<file path="config.mk">
export PLATFORM = sky130hd
export DESIGN_NAME = hostctl_mailbox
export DESIGN_NICKNAME = d
export VERILOG_FILES = /design/src/rtl/mbx_pkg.sv /design/src/rtl/mbx_slot.sv /design/src/rtl/mbx_irq_merge.sv /design/src/rtl/mbx_host_decode.sv /design/src/rtl/hostctl_mailbox.sv
export SDC_FILE = /design/constraint.sdc
export NUM_CORES = 1
export LEC_CHECK = 0
export ABC_AREA = 0
export CAP_MARGIN = 40
export CORE_ASPECT_RATIO = 1.25
export CORE_MARGIN = 8
export CORE_UTILIZATION = 25
export DETAILED_ROUTE_END_ITERATION = 7
export PLACE_DENSITY_LB_ADDON = 0.05
export SYNTH_ARGS = -nofsm -noshare
export SYNTH_HDL_FRONTEND = slang
export SYNTH_SLANG_ARGS = --single-unit
</file>
<file path="constraint.sdc">
create_clock -name clk -period 1.71 [get_ports clk]
set_input_delay 0.513 -clock clk [delete_from_list [all_inputs] [get_ports clk]]
set_output_delay 0.513 -clock clk [all_outputs]
set_load 0.01 [all_outputs]
</file>
<file path="src/rtl/mbx_pkg.sv">
// Package: shared address map and source indices for the mailbox.
// Assumes host offsets are decoded in even/odd pairs through bits [3:1].
package mbx_pkg;
    // Host offset pair selects (host address bits [3:1])
    localparam logic [2:0] HSEL_FLUSH  = 3'd0;
    localparam logic [2:0] HSEL_REPLY  = 3'd1;
    localparam logic [2:0] HSEL_CMD    = 3'd2;
    localparam logic [2:0] HSEL_RSTAT  = 3'd3;
    localparam logic [2:0] HSEL_MIDACK = 3'd4;

    // Controller register addresses
    localparam logic [2:0] CADR_DATA   = 3'd0;
    localparam logic [2:0] CADR_PORT   = 3'd1;
    localparam logic [2:0] CADR_XFER8  = 3'd2;
    localparam logic [2:0] CADR_XFER16 = 3'd3;
    localparam logic [2:0] CADR_MIDI   = 3'd4;
    localparam logic [2:0] CADR_DACCTL = 3'd5;

    // Interrupt source indices
    localparam int SRC_X8   = 0;
    localparam int SRC_X16  = 1;
    localparam int SRC_MIDI = 2;
    localparam int N_SRC    = 3;
endpackage

</file>
<file path="src/rtl/mbx_slot.sv">
// Module: one-byte latch with a ready flag for one mailbox direction.
// Assumes put, take and flush are single-cycle strobes. Flush beats put,
// and put beats take. Flush leaves the stored byte alone.
module mbx_slot #(
    parameter int DATA_W = 8
) (
    input  logic              clk,
    input  logic              rst_n,
    input  logic              flush,
    input  logic              put,
    input  logic [DATA_W-1:0] put_data,
    input  logic              take,
    output logic [DATA_W-1:0] held,
    output logic              full
);
    // Capture the byte on every put
    always_ff @(posedge clk) begin
        if (!rst_n)   held <= '0;
        else if (put) held <= put_data;
    end

    // Ready flag: flush first, then set, then clear
    always_ff @(posedge clk) begin
        if (!rst_n)      full <= 1'b0;
        else if (flush)  full <= 1'b0;
        else if (put)    full <= 1'b1;
        else if (take)   full <= 1'b0;
    end
endmodule

</file>
<file path="src/rtl/mbx_irq_merge.sv">
// Module: a set of pending interrupt sources merged onto one line.
// Assumes set, ack and flush are single-cycle. Flush beats set, and set beats ack.
module mbx_irq_merge #(
    parameter int N = 3
) (
    input  logic         clk,
    input  logic         rst_n,
    input  logic         flush,
    input  logic [N-1:0] set,
    input  logic [N-1:0] ack,
    output logic [N-1:0] pending,
    output logic         line
);
    for (genvar g = 0; g < N; g++) begin : g_src
        // One pending flag per source
        always_ff @(posedge clk) begin
            if (!rst_n)      pending[g] <= 1'b0;
            else if (flush)  pending[g] <= 1'b0;
            else if (set[g]) pending[g] <= 1'b1;
            else if (ack[g]) pending[g] <= 1'b0;
        end
    end

    // Shared line is the OR of what is still pending
    always_comb line = |pending;
endmodule

</file>
<file path="src/rtl/mbx_host_decode.sv">
// Module: host offset decode. Turns strobes into side-effect pulses
// and builds the read data. Assumes read data is sampled while h_rd is
// high; side effects take place at the following clock edge.
module mbx_host_decode
    import mbx_pkg::*;
#(
    parameter int DATA_W   = 8,
    parameter int H_ADDR_W = 4
) (
    input  logic                h_wr,
    input  logic                h_rd,
    input  logic [H_ADDR_W-1:0] h_addr,
    input  logic [DATA_W-1:0]   h_wdata,
    input  logic                in_full,
    input  logic                out_full,
    input  logic [DATA_W-1:0]   reply_byte,
    output logic                cmd_put,
    output logic                reply_take,
    output logic                flush,
    output logic [N_SRC-1:0]    ack,
    output logic [DATA_W-1:0]   h_rdata
);
    localparam int SEL_W = H_ADDR_W - 1;
    localparam logic [DATA_W-1:0] ALL_ONES = '1;

    logic [SEL_W-1:0] sel;
    logic             odd;

    // Split the offset into pair select and odd bit
    always_comb begin
        sel = h_addr[H_ADDR_W-1:1];
        odd = h_addr[0];
    end

    // Strobe decode into side-effect pulses
    always_comb begin
        cmd_put         = h_wr && (sel == SEL_W'(HSEL_CMD));
        flush           = h_wr && (sel == SEL_W'(HSEL_FLUSH)) && h_wdata[0];
        reply_take      = h_rd && (sel == SEL_W'(HSEL_REPLY));
        ack             = '0;
        ack[SRC_X8]     = h_rd && (sel == SEL_W'(HSEL_RSTAT)) && !odd;
        ack[SRC_X16]    = h_rd && (sel == SEL_W'(HSEL_RSTAT)) && odd;
        ack[SRC_MIDI]   = h_rd && (sel == SEL_W'(HSEL_MIDACK));
    end

    // Read data mux
    always_comb begin
        h_rdata = ALL_ONES;
        if (sel == SEL_W'(HSEL_REPLY)) begin
            h_rdata = reply_byte;
        end else if (sel == SEL_W'(HSEL_CMD) && !odd) begin
            h_rdata = '0;
            h_rdata[DATA_W-1] = in_full;
        end else if (sel == SEL_W'(HSEL_RSTAT) && !odd) begin
            h_rdata = '0;
            h_rdata[DATA_W-1] = out_full;
        end
    end
endmodule

</file>
<file path="src/rtl/hostctl_mailbox.sv">
// Module: top of the host/controller mailbox. Holds two byte slots, the
// host interrupt merge, the controller interrupt inputs and the
// controller reset pulse. Assumes a single clock domain and single-cycle
// strobes on both sides.
module hostctl_mailbox
    import mbx_pkg::*;
#(
    parameter int DATA_W   = 8,
    parameter int H_ADDR_W = 4,
    parameter int C_ADDR_W = 3
) (
    input  logic                clk,
    input  logic                rst_n,
    input  logic                h_wr,
    input  logic                h_rd,
    input  logic [H_ADDR_W-1:0] h_addr,
    input  logic [DATA_W-1:0]   h_wdata,
    output logic [DATA_W-1:0]   h_rdata,
    output logic                h_irq,
    input  logic                c_wr,
    input  logic                c_rd,
    input  logic [C_ADDR_W-1:0] c_addr,
    input  logic [DATA_W-1:0]   c_wdata,
    output logic [DATA_W-1:0]   c_rdata,
    input  logic                c_int0_set,
    input  logic                c_int1_set,
    output logic                c_int0,
    output logic                c_int1,
    output logic                ctl_rst
);
    localparam int RAISE_BIT = DATA_W - 1;
    localparam int CCLR_BIT  = DATA_W - 2;

    logic              cmd_put, reply_take, flush;
    logic              reply_put, cmd_take, cint_clr;
    logic              in_full, out_full;
    logic [DATA_W-1:0] cmd_byte, reply_byte;
    logic [N_SRC-1:0]  ack, raise, pending;

    // Host side decode
    mbx_host_decode #(.DATA_W(DATA_W), .H_ADDR_W(H_ADDR_W)) i_hdec (
        .h_wr(h_wr), .h_rd(h_rd), .h_addr(h_addr), .h_wdata(h_wdata),
        .in_full(in_full), .out_full(out_full), .reply_byte(reply_byte),
        .cmd_put(cmd_put), .reply_take(reply_take), .flush(flush),
        .ack(ack), .h_rdata(h_rdata)
    );

    // Controller side write and read decode
    always_comb begin
        reply_put       = c_wr && (c_addr == C_ADDR_W'(CADR_DATA));
        cmd_take        = c_rd && (c_addr == C_ADDR_W'(CADR_DATA));
        cint_clr        = c_wr && (c_addr == C_ADDR_W'(CADR_DACCTL)) && c_wdata[CCLR_BIT];
        raise           = '0;
        raise[SRC_X8]   = c_wr && (c_addr == C_ADDR_W'(CADR_XFER8))  && c_wdata[RAISE_BIT];
        raise[SRC_X16]  = c_wr && (c_addr == C_ADDR_W'(CADR_XFER16)) && c_wdata[RAISE_BIT];
        raise[SRC_MIDI] = c_wr && (c_addr == C_ADDR_W'(CADR_MIDI))   && c_wdata[RAISE_BIT];
    end

    // Controller read data mux
    always_comb begin
        c_rdata = '0;
        if (c_addr == C_ADDR_W'(CADR_DATA)) begin
            c_rdata = cmd_byte;
        end else if (c_addr == C_ADDR_W'(CADR_PORT)) begin
            c_rdata[0] = out_full;
            c_rdata[1] = in_full;
        end
    end

    // Host-to-controller command slot
    mbx_slot #(.DATA_W(DATA_W)) i_cmd_slot (
        .clk(clk), .rst_n(rst_n), .flush(flush), .put(cmd_put),
        .put_data(h_wdata), .take(cmd_take), .held(cmd_byte), .full(in_full)
    );

    // Controller-to-host reply slot
    mbx_slot #(.DATA_W(DATA_W)) i_reply_slot (
        .clk(clk), .rst_n(rst_n), .flush(flush), .put(reply_put),
        .put_data(c_wdata), .take(reply_take), .held(reply_byte), .full(out_full)
    );

    // Shared host interrupt
    mbx_irq_merge #(.N(N_SRC)) i_irq (
        .clk(clk), .rst_n(rst_n), .flush(flush), .set(raise), .ack(ack),
        .pending(pending), .line(h_irq)
    );

    // Controller interrupt inputs: a set beats the clear write
    always_ff @(posedge clk) begin
        if (!rst_n) begin
            c_int0 <= 1'b0;
            c_int1 <= 1'b0;
        end else begin
            if (c_int0_set)    c_int0 <= 1'b1;
            else if (cint_clr) c_int0 <= 1'b0;
            if (c_int1_set)    c_int1 <= 1'b1;
            else if (cint_clr) c_int1 <= 1'b0;
        end
    end

    // One-cycle controller reset pulse after a host reset write
    always_ff @(posedge clk) begin
        if (!rst_n) ctl_rst <= 1'b0;
        else        ctl_rst <= flush;
    end
endmodule

</file>
### After elaboration in Yosys (flattened, before gate mapping)

Cells that the tools add are included.

| word-level totals | value |
|---|---|
| bits in registers | 24 |
| output and inout port bits | 20 |

| operators by class | value |
|---|---|
| equal/unequal tests | 9 |
| mux-type cells | 19 |
| bitwise logic cells | 1 |
| reduce and logical (&&, ||, !) cells | 32 |

Operator list:

| cell | number |
|---|---|
| $mux W8 | 3 |
| $logic_and A1 B1 Y1 | 20 |
| $reduce_bool A2 Y1 | 7 |
| $mux W1 | 13 |
| $eq A3 B2 Y1 const B | 4 |
| $eq A3 B3 Y1 const B | 3 |
| $eq A3 B1 Y1 const B | 2 |
| $logic_not A3 Y1 | 2 |
| $mux W6 | 1 |
| $mux W2 | 2 |
| $reduce_or A3 Y1 | 1 |
| $reduce_or A2 Y1 | 1 |
| $logic_not A1 Y1 | 1 |
| $not A1 Y1 | 1 |

### Depth between registers and ports, before layout

Gate-level depths: netlist (run 1).

| logic depth | value |
|---|---|
| word-level depth | 5 |
| gate-level depth with buffers | 5 |
| mapped depth without buffers | 3 |

### By module

From an unflattened synthesis (run 1), not the netlist that was laid out.

| second synthesis, totals | value |
|---|---|
| cell total of the unflattened synthesis | 136 |
| area total of the unflattened synthesis | 1,256.2 µm² |

Modules (own cells, without submodules):

| module | times used | cells an instance | area each (µm²) | seq. area each (µm²) |
|---|---|---|---|---|
| mbx_slot | 2 | 29 | 341.6 | 180.2 |
| hostctl_mailbox | 1 | 31 | 249.0 | 60.1 |
| mbx_host_decode | 1 | 33 | 206.4 | 0.0 |
| mbx_irq_merge | 1 | 14 | 117.6 | 60.1 |

### Least setup slack after synthesis (run 1)

OpenSTA, ideal clock, no wires.

| path | value |
|---|---|
| path kind | input port to output port |
| from | in c_addr[0] |
| to | out c_rdata[2] |
| data arrival time | 1.201 ns |
| setup slack | -0.004 ns |
| cell stages on the path | 3 |
| path buffers | 1 |
| cell sequence | buf_6 > nor3_1 > and2_1 |

| on the way | value |
|---|---|
| longest elaborated chain between the ends | 2 |

RTL lines:

| what | line | text |
|---|---|---|
| start: declaration | hostctl_mailbox.sv:22 | `input logic [C_ADDR_W-1:0] c_addr,` |
| $logic_not A3 Y1 | hostctl_mailbox.sv:62 | `if (c_addr == C_ADDR_W'(CADR_DATA)) begin` |
| $mux W6 | hostctl_mailbox.sv:62 |  |
| end: declaration | hostctl_mailbox.sv:24 | `output logic [DATA_W-1:0] c_rdata,` |

No other way between the ends.

### Worst setup path after layout (run 1)

| path | value |
|---|---|
| from | in h_addr[2] |
| to | out h_rdata[4] |

| on the way | value |
|---|---|
| longest elaborated chain between the ends | 5 |
| elaborated cells on any way between the ends | 8 |
| those cells by class | 3 x eq/ne; 3 x mux; 2 x reduce/logical |

RTL lines:

| what | line | text |
|---|---|---|
| start: declaration | hostctl_mailbox.sv:16 | `input logic [H_ADDR_W-1:0] h_addr,` |
| $eq A3 B2 Y1 | mbx_host_decode.sv:54 | `end else if (sel == SEL_W'(HSEL_RSTAT) && !odd) begin` |
| $logic_and A1 B1 Y1 | mbx_host_decode.sv:54 |  |
| $mux W8 | mbx_host_decode.sv:54 |  |
| $mux W8 | mbx_host_decode.sv:51 | `end else if (sel == SEL_W'(HSEL_CMD) && !odd) begin` |
| $mux W8 * | mbx_host_decode.sv:49 | `if (sel == SEL_W'(HSEL_REPLY)) begin` |
| end: declaration | hostctl_mailbox.sv:18 | `output logic [DATA_W-1:0] h_rdata,` |

Mark *: on every way between the ends. The rest lies on a longest branch, timed or not.

==> metrics.yaml, run 1 <==
postLayoutCellArea_sq_mm: 0.00196
syn-num-nets: 178
ys_async_sr_fraction_pct: 0
crit_slowest_cell: "buf_8"
syn2layout_area_growth_pct: 66.9
crit_buf_inv: 3
ys_ff_latch: 24
io_pins: 51
synthTopCellsByArea: "dfxtp_1, nand2_1, a21oi_1"
cp_slowest_stage_delay_ns: 0.15
clockBufferDepth: 2
firstDrtPassIters: 4
fp-row-count: 28
cts_buffers: 3
htreeDepth: 1
die_x_microns: 77.4
placed_area_sq_mm: 0.00185
path_class: "in2out"
synth.avg_cell_area_sq_um: 8.00
tns_ns: 0
clkTransAtPathRegs_ns: 0.09
ys_seq_area_share_pct: 40.9
first_global_vias: 1333
min_from: "i_cmd_slot.held[3]"
synth_top_area_cell: "dfxtp_1"
crit_family: "buffers and inverters"
drv_slew: 0
crit_path_start_kind: "input port"
dieArea_sq_mm: 0.00717
hold_path_class: "reg2reg"
die_h_microns: 92.7
cp_max_fo: 8
fin_crit_ns: 1.70
numClockSinks: 24
p_leak_nw: 0.794
cts_hold_buf: 0
drt_iter0_markers: 39
rsz0062_at_grt: "yes"
detail-route-antenna-nets: 0
dp.cells: 267
drive_above_1_share_pct: 32.7
routed_wl_mm: 3.87
cpMostUsedCell: "buf_8"
max-cap-violations: 0
wl_per_cell_microns: 14.1
vias: 1218
worstMarginPinSlew_ns: 0.251
clock_latency_ns: 0.27
groute.usage.overall_pct: 11.2
cts_root_buf: "clkbuf_8"
synth_warnings: 0
via_per_inst: 4.45
synth_edf_count: 0
io_buffers: 50
cts_tree: "built"
grt_pass1_wl_mm: 6.52
crit_start: "h_addr[2]"
grt_start_max_net_pins: 19
n_antenna_cell: 0
synthesis.area_sq_mm: 0.00118
worstPathArrival_ns: 1.18
start_util_pct: 25.4
drc: 0
clock.fmax_ghz: 0.590
status: "completed"
synth.distinct_cells: 32
r2r_slack_ns: 0.92
synth_top_area_share_pct: 40.9
fin_cells: 274
fin_skew_ns: 0
nets: 246
synth_cells: 147
hpwl_mm: 2.94
finalHoldViolations: 0
critical_path.cell_chain: "buf_8, nand2b_4, buf_8, nor2_1, o21bai_1, buf_2"
crit_required_ns: 1.20
core_sq_mm: 0.00462
endpoint_kind: "output port"
antenna_found_initial: 0
gp_congestion: 0.681
period_share_pct: 99.2
r2r-start: "i_cmd_slot.full"
slew_headroom_pct: 83.1
grt-ovfl-total: 0
peakVddDrop_uv: 335
powerDensity_mw_per_mm2: 627
synth_flop_cell: "dfxtp_1"
setup_violations: 0
state kept, by name (all words and copies together) (netlist names):
signal	count
i_cmd_slot.held	8
i_reply_slot.held	8
i_irq.pending	3
c_int0	1
c_int1	1
ctl_rst	1
i_cmd_slot.full	1
i_reply_slot.full	1
cell usage in the layout (no fill, tap or decap), types with 2 or more instances in the layout:
| cell | netlist | layout |
|---|---|---|
| nor2_2 | 0 | 4 |
| buf_2 | 1 | 13 |
| inv_1 | 4 | 4 |
| a21oi_1 | 22 | 22 |
| nand2b_1 | 3 | 2 |
| clkbuf_8 | 0 | 4 |
| nor3_1 | 4 | 3 |
| dfxtp_1 | 24 | 24 |
| mux2i_1 | 3 | 3 |
| buf_8 | 0 | 3 |
| buf_6 | 2 | 11 |
| clkdlybuf4s50_1 | 0 | 26 |
| nor2_4 | 0 | 2 |
| buf_4 | 0 | 18 |
| nand2_1 | 34 | 34 |
| nand4b_1 | 2 | 2 |
| o21bai_1 | 7 | 7 |
| and2_4 | 0 | 6 |
| o21ai_0 | 5 | 5 |
report_power, final:
part,internal (mW),switching (mW)
Clock,0.206,0.191
Combinational,0.147,0.106
Sequential,0.573,0.00823
per-stage QoR:
stage               utilization, %  hold WS [ns]  power (mW)  setup slack (ns)
floorplan                        -         0.432       0.682             0.104
global placement              40.0         0.438       0.836            -0.926
detailed placement            40.0         0.446       0.840             -1.01
CTS                           41.6         0.463        1.25           -0.0234
global route                  42.5         0.487        1.29           -0.0518
finish                        42.5         0.460        1.23            0.0145
layout make-up:
class / instances / area [sq um]
Fill cell: 505 / 2660
Multi-Input combinational cell: 109 / 693
Sequential cell: 24 / 480
Clock buffer: 4 / 55.1
Tap cell: 60 / 75.1
Timing Repair Buffer: 72 / 641
Inverter: 5 / 18.8
Yosys cell counts, types with 2 or more instances:
| library cell | n |
|---|---|
| a21oi_1 | 22 |
| and2_1 | 6 |
| buf_6 | 2 |
| clkbuf_1 | 5 |
| dfxtp_1 | 24 |
| inv_1 | 4 |
| mux2i_1 | 3 |
| nand2_1 | 34 |
| nand2b_1 | 3 |
| nand4b_1 | 2 |
| nor2_1 | 7 |
| nor2b_1 | 2 |
| nor3_1 | 4 |
| o21ai_0 | 5 |
| o21bai_1 | 7 |
per-layer routing:
| layer | track usage (%) | share of wire [%] | vias up |
|---|---|---|---|
| met3 | 4.17 | 7.6 | 4 |
| met4 | 4.26 | 1.5 | 0 |
| met1 | 12.2 | 43 | 549 |
| met2 | 19.3 | 48 | 32 |
| met5 | 0 | 0 | - |
| li1 | - | - | 633 |
final timing paths:
check / endpoint / cells after the start
hold reg to reg: i_cmd_slot.held[3] / 2
setup reg to reg: i_cmd_slot.full / 2
setup / recovery: h_rdata[4] / 6
hold / removal: i_cmd_slot.held[3] / 2
tightest hold or removal path, cell delays in order, from the launching register on:
cell,delay (ns)
dfxtp_1,0.32
nand2_1,0.05
a21oi_1,0.05
timing repair:
item                       in CTS  in global routing
gates resized for setup       126                 11
setup endpoints to repair      39                 15
buffers inserted                4                  0
pin swaps                       7                  5
cell families after synthesis:
kind of cell	count (synthesis)	synth area share, %
simple gates	67	30.4
compound gates	39	20.3
flops	24	40.9
buf+inv	14	5.85
mux	3	2.55
Power figures use the tool's default switching activity.
==> run 2: changes to the inputs <==
--- a/config.mk
+++ b/config.mk
@@ -7,6 +7,8 @@
 export LEC_CHECK = 0
 export ABC_AREA = 0
 export CAP_MARGIN = 40
+export CELL_PAD_IN_SITES_DETAIL_PLACEMENT = 0
+export CELL_PAD_IN_SITES_GLOBAL_PLACEMENT = 1
 export CORE_ASPECT_RATIO = 1.25
 export CORE_MARGIN = 8
 export CORE_UTILIZATION = 25
==> metrics.yaml, run 2 (same netlist as run 1, synthesis figures left out) <==
syn2layout_area_growth_pct: 68.7
routed_wl_mm: 3.81  # -1.5%
fin_crit_ns: 1.70  # +0.00889 ns
antenna_found_initial: 0  # unchanged
max-cap-violations: 0  # unchanged
clock_latency_ns: 0.26  # about the same
clockBufferDepth: 2  # unchanged
hpwl_mm: 2.93  # -0.35%
powerDensity_mw_per_mm2: 616  # -1.7%
path_class: "in2out"
clock.fmax_ghz: 0.587  # -0.52%
die_h_microns: 92.7  # unchanged
crit_required_ns: 1.20  # about the same
drc: 0  # unchanged
holdWs_ns: 0.458  # -0.00145 ns
worstPathArrival_ns: 1.19  # about the same
endpoint_kind: "output port"
detail-route-antenna-nets: 0  # unchanged
firstDrtPassIters: 4  # unchanged
grt_start_max_net_pins: 19  # unchanged
cts_root_buf: "clkbuf_8"
clkTransAtPathRegs_ns: 0.08  # about the same
io_buffers: 50  # unchanged
period_share_pct: 99.7  # +0.52 points
crit_slowest_cell: "nand2b_4"
via_per_inst: 4.57  # +2.7%
largestRegisters: "i_cmd_slot.held: 8 flops, i_reply_slot.held: 8 flops, i_irq.pending: 3 flops"
fp-row-count: 28  # unchanged
rsz0062_at_grt: "yes"
power.total_mw: 1.22  # -0.61%
grt_pass1_wl_mm: 6.54  # +0.32%
critical_path.cell_chain: "buf_6, nand2b_4, buf_8, nor2_2, o21bai_1, buf_2"
cp_max_fo: 8  # unchanged
start_util_pct: 25.4  # unchanged
cp_slowest_stage_delay_ns: 0.15  # about the same
layout_common_cells: "nand2_1, clkdlybuf4s50_1, dfxtp_1, a21oi_1, buf_4"
cts_tree: "built"
worstMarginPinSlew_ns: 0.266  # +0.0158 ns
tns_ns: 0  # unchanged
dp.cells: 269  # +0.75%
finalHoldViolations: 0  # unchanged
status: "completed"
die_x_microns: 77.4  # unchanged
htreeDepth: 1  # unchanged
first_global_vias: 1412  # +5.9%
gp_congestion: 0.729  # +7.0%
nets: 247  # +0.41%
dieArea_sq_mm: 0.00717  # unchanged
vias: 1256  # +3.1%
peakVddDrop_uv: 325  # -3.0%
setup_violations: 0  # unchanged
drt_iter0_markers: 25  # -36%
n_antenna_cell: 0  # unchanged
fin_cells: 275  # +0.36%
io_pins: 51  # unchanged
p_leak_nw: 0.799  # +0.59%
mostFrequentLayoutCell: "nand2_1"
slew_headroom_pct: 82.0  # -1.1 points
crit_path_start_kind: "input port"
cts_buffers: 3  # unchanged
hold_path_class: "reg2reg"
groute.usage.overall_pct: 11.0  # -0.19 points
grt-ovfl-total: 0  # unchanged
numClockSinks: 24  # unchanged
wl_per_cell_microns: 13.9  # -1.9%
drive_above_1_share_pct: 34.4  # +1.7 points
core_sq_mm: 0.00462  # unchanged
fin_skew_ns: 0  # unchanged
drv_slew: 0  # unchanged
[run 2: timing repair]
action / CTS / global route
resized for setup: 130 / 8
hold buffers: 0 / 0
pin swaps: 9 / 3
endpoints found under the hold margin: 0 / 0
endpoints found under the setup margin: 39 / 17
setup buffers: 1 / 1
[run 2: metrics by stage]
step	util [%]	worst slack, ns	cell area (sq um)
floorplan	-	0.104	1180
global placement	40.3	-0.893	1860
detailed placement	40.3	-0.948	1860
CTS	42.3	-0.0211	1960
global route	42.9	-0.0354	1980
finish	42.9	0.00561	1980
[run 2: layout make-up]
type / instances / area [sq um]
repair buffers: 73 / 658
fillers: 528 / 2640
clock buffers: 4 / 55.1
well taps: 60 / 75.1
flip-flops and latches: 24 / 480
multi-input cells: 109 / 697
inverters: 5 / 18.8
[run 2: worst max-delay path, delay by kind of cell]
family,cells,cell delay [ns]
AOI/OAI and AO/OA,1,0.07
buffers and inverters,3,0.38
and+or+nand+nor,2,0.23
[run 2: power by group]
group          leakage (nW)  total, mW  switching [mW]  internal, mW
sequential            0.195      0.581         0.00802         0.573
clock                0.0288      0.385           0.180         0.205
combinational         0.575      0.257           0.107         0.150
total                 0.799       1.22           0.295         0.929
[run 2: final timing paths]
path	startpoint	endpoint	slack, ns	cells after the start
hold / removal	i_cmd_slot.held[5]	i_cmd_slot.held[5]	0.46	2
setup reg to reg	i_cmd_slot.full	i_cmd_slot.full	0.91	2
hold reg to reg	i_cmd_slot.held[5]	i_cmd_slot.held[5]	0.46	2
setup / recovery	h_addr[2]	h_rdata[1]	0.006	6
[run 2: layer usage]
metal	vias to the layer above	part of all wire, %	GRT usage, %
li1	633	-	-
met4	0	1.1	3.31
met2	33	52	20.6
met5	-	0	0
met3	4	7.4	3.88
met1	586	40	11.1
==> run 3: changes to the inputs <==
--- a/config.mk
+++ b/config.mk
@@ -14,6 +14,7 @@
 export CORE_UTILIZATION = 25
 export DETAILED_ROUTE_END_ITERATION = 7
 export PLACE_DENSITY_LB_ADDON = 0.05
+export SKIP_LAST_GASP = 1
 export SYNTH_ARGS = -nofsm -noshare
 export SYNTH_HDL_FRONTEND = slang
 export SYNTH_SLANG_ARGS = --single-unit
==> metrics.yaml, run 3 (same netlist as run 1, synthesis figures left out) <==
status: "completed"
crit_required_ns: 1.20  # about the same
swShare_pct: 24.1  # about the same
min_path_cells: 2  # unchanged
grt-ovfl-total: 0  # unchanged
max-cap-violations: 0  # unchanged
layout_common_cells: "nand2_1, clkdlybuf4s50_1, dfxtp_1, a21oi_1, buf_4"
clockBufferDepth: 2  # unchanged
fin_crit_ns: 1.71  # +0.00164 ns
io_buffers: 50  # unchanged
nFillCells: 528  # unchanged
crit_path_start_kind: "input port"
cp_max_fo: 4  # -4
cts_hold_buf: 0  # unchanged
tns_ns: 0  # unchanged
r2r_slack_ns: 0.91  # about the same
endpoint_kind: "output port"
dp_slack_ns: -0.948  # unchanged
clkTransAtPathRegs_ns: 0.08  # about the same
via_per_inst: 4.57  # unchanged
cts_tree: "built"
powerDensity_mw_per_mm2: 616  # about the same
numClockSinks: 24  # unchanged
htreeDepth: 1  # unchanged
core_sq_mm: 0.00462  # unchanged
mostFrequentLayoutCell: "nand2_1"
n_antenna_cell: 0  # unchanged
detail-route-antenna-nets: 0  # unchanged
largestRegisters: "i_cmd_slot.held: 8 flops, i_reply_slot.held: 8 flops, i_irq.pending: 3 flops"
slew_headroom_pct: 82.0  # unchanged
p_sw_uw: 295  # about the same
hpwl_mm: 2.93  # unchanged
dieArea_sq_mm: 0.00717  # unchanged
wl_per_cell_microns: 13.9  # +0.10%
cts_buffers: 3  # unchanged
reg2regPathDepth: 2  # unchanged
cell_internal_pwr_uw: 929  # about the same
antenna_found_initial: 0  # unchanged
grt_pass1_wl_mm: 6.53  # -0.11%
peakVddDrop_uv: 325  # about the same
worstPathArrival_ns: 1.19  # about the same
power_frac_comb_pct: 21.0  # about the same
clock.fmax_ghz: 0.586  # about the same
worstMarginPinSlew_ns: 0.266  # unchanged
syn2layout_area_growth_pct: 68.7  # unchanged
rsz0062_at_grt: "yes"
dp.cells: 269  # unchanged
clkPwrFrac_pct: 31.5  # about the same
timing.final.ws_setup_ns: 0.00397  # -0.00164 ns
first_global_vias: 1415  # +0.21%
min_from: "i_cmd_slot.held[5]"
firstDrtPassIters: 4  # unchanged
io_pins: 51  # unchanged
fp-row-count: 28  # unchanged
r2r-start: "i_cmd_slot.full"
drc: 0  # unchanged
cts_root_buf: "clkbuf_8"
die_x_microns: 77.4  # unchanged
vias: 1256  # unchanged
fin_cells: 275  # unchanged
hold_path_class: "reg2reg"
finalHoldViolations: 0  # unchanged
die_h_microns: 92.7  # unchanged
drt_iter0_markers: 24  # -4.0%
gp_congestion: 0.729  # unchanged
pwr-share-seq_pct: 47.5  # about the same
drive_above_1_share_pct: 34.4  # unchanged
nets: 247  # unchanged
start_util_pct: 25.4  # unchanged
setup_violations: 0  # unchanged
groute.usage.overall_pct: 11.0  # unchanged
path_class: "in2out"
drv_slew: 0  # unchanged
crit_start: "c_addr[2]"
worstHoldEndpoint: "i_cmd_slot.held[5]"
grt_start_max_net_pins: 19  # unchanged
routed_wl_mm: 3.82  # +0.10%
p_leak_nw: 0.799  # unchanged
rr_endpoint: "i_cmd_slot.full"
clock_latency_ns: 0.26  # about the same
fin_skew_ns: 0  # unchanged
period_share_pct: 99.8  # about the same
## run 3: routing by layer
layer	vias up	track usage, %	share of wire [%]
met3	4	3.88	6.8
met4	0	3.31	1.1
met1	588	11.0	40
met5	-	0	0
li1	633	-	-
met2	31	20.7	52
## run 3: critical path: stages
cell	delay [ns]
buf_8	0.10
nor3_4	0.22
buf_6	0.14
and2_4	0.13
buf_6	0.09
## run 3: final cells by class
class	count	area, sq um	area share (%)
well taps	60	75.1	3.78
clock buffers	4	55.1	2.77
multi-input cells	109	697	35.1
inverters	5	18.8	0.946
flip-flops and latches	24	480	24.2
repair buffers	73	658	33.2
## run 3: how the worst max path moves through the flow
stage / slack, ns / to
6_report: 0.004 / c_rdata[4]
2_1_floorplan: 0.10 / h_rdata[0]
5_1_grt: -0.04 / h_rdata[6]
4_1_cts: -0.02 / c_rdata[0]
3_5_place_dp: -0.95 / h_rdata[1]
3_3_place_gp: -0.89 / h_rdata[3]
## run 3: power by group through the flow
stage	Sequential, mW	Combinational (mW)	Clock, mW
4_1_cts	0.581	0.254	0.404
3_5_place_dp	0.594	0.250	0
6_report	0.581	0.257	0.385
2_1_floorplan	0.593	0.0887	0
5_1_grt	0.583	0.281	0.426
3_3_place_gp	0.593	0.247	0
## run 3: metrics by stage
step                      utilization (%)  power [mW]  hold slack (ns)  area, sq um
after detailed placement             40.3       0.844            0.444         1860
after CTS                            42.2        1.24            0.462         1950
after global routing                 42.9        1.29            0.490         1980
after global placement               40.3       0.840            0.439         1860
final                                42.9        1.22            0.458         1980
after floorplan                         -       0.682            0.432         1180
## run 3: timing repair
item,4_1_cts,5_1_grt
buffers inserted,1,1
resized for setup,129,9
pin swaps,8,4
endpoints found under the setup margin,39,17
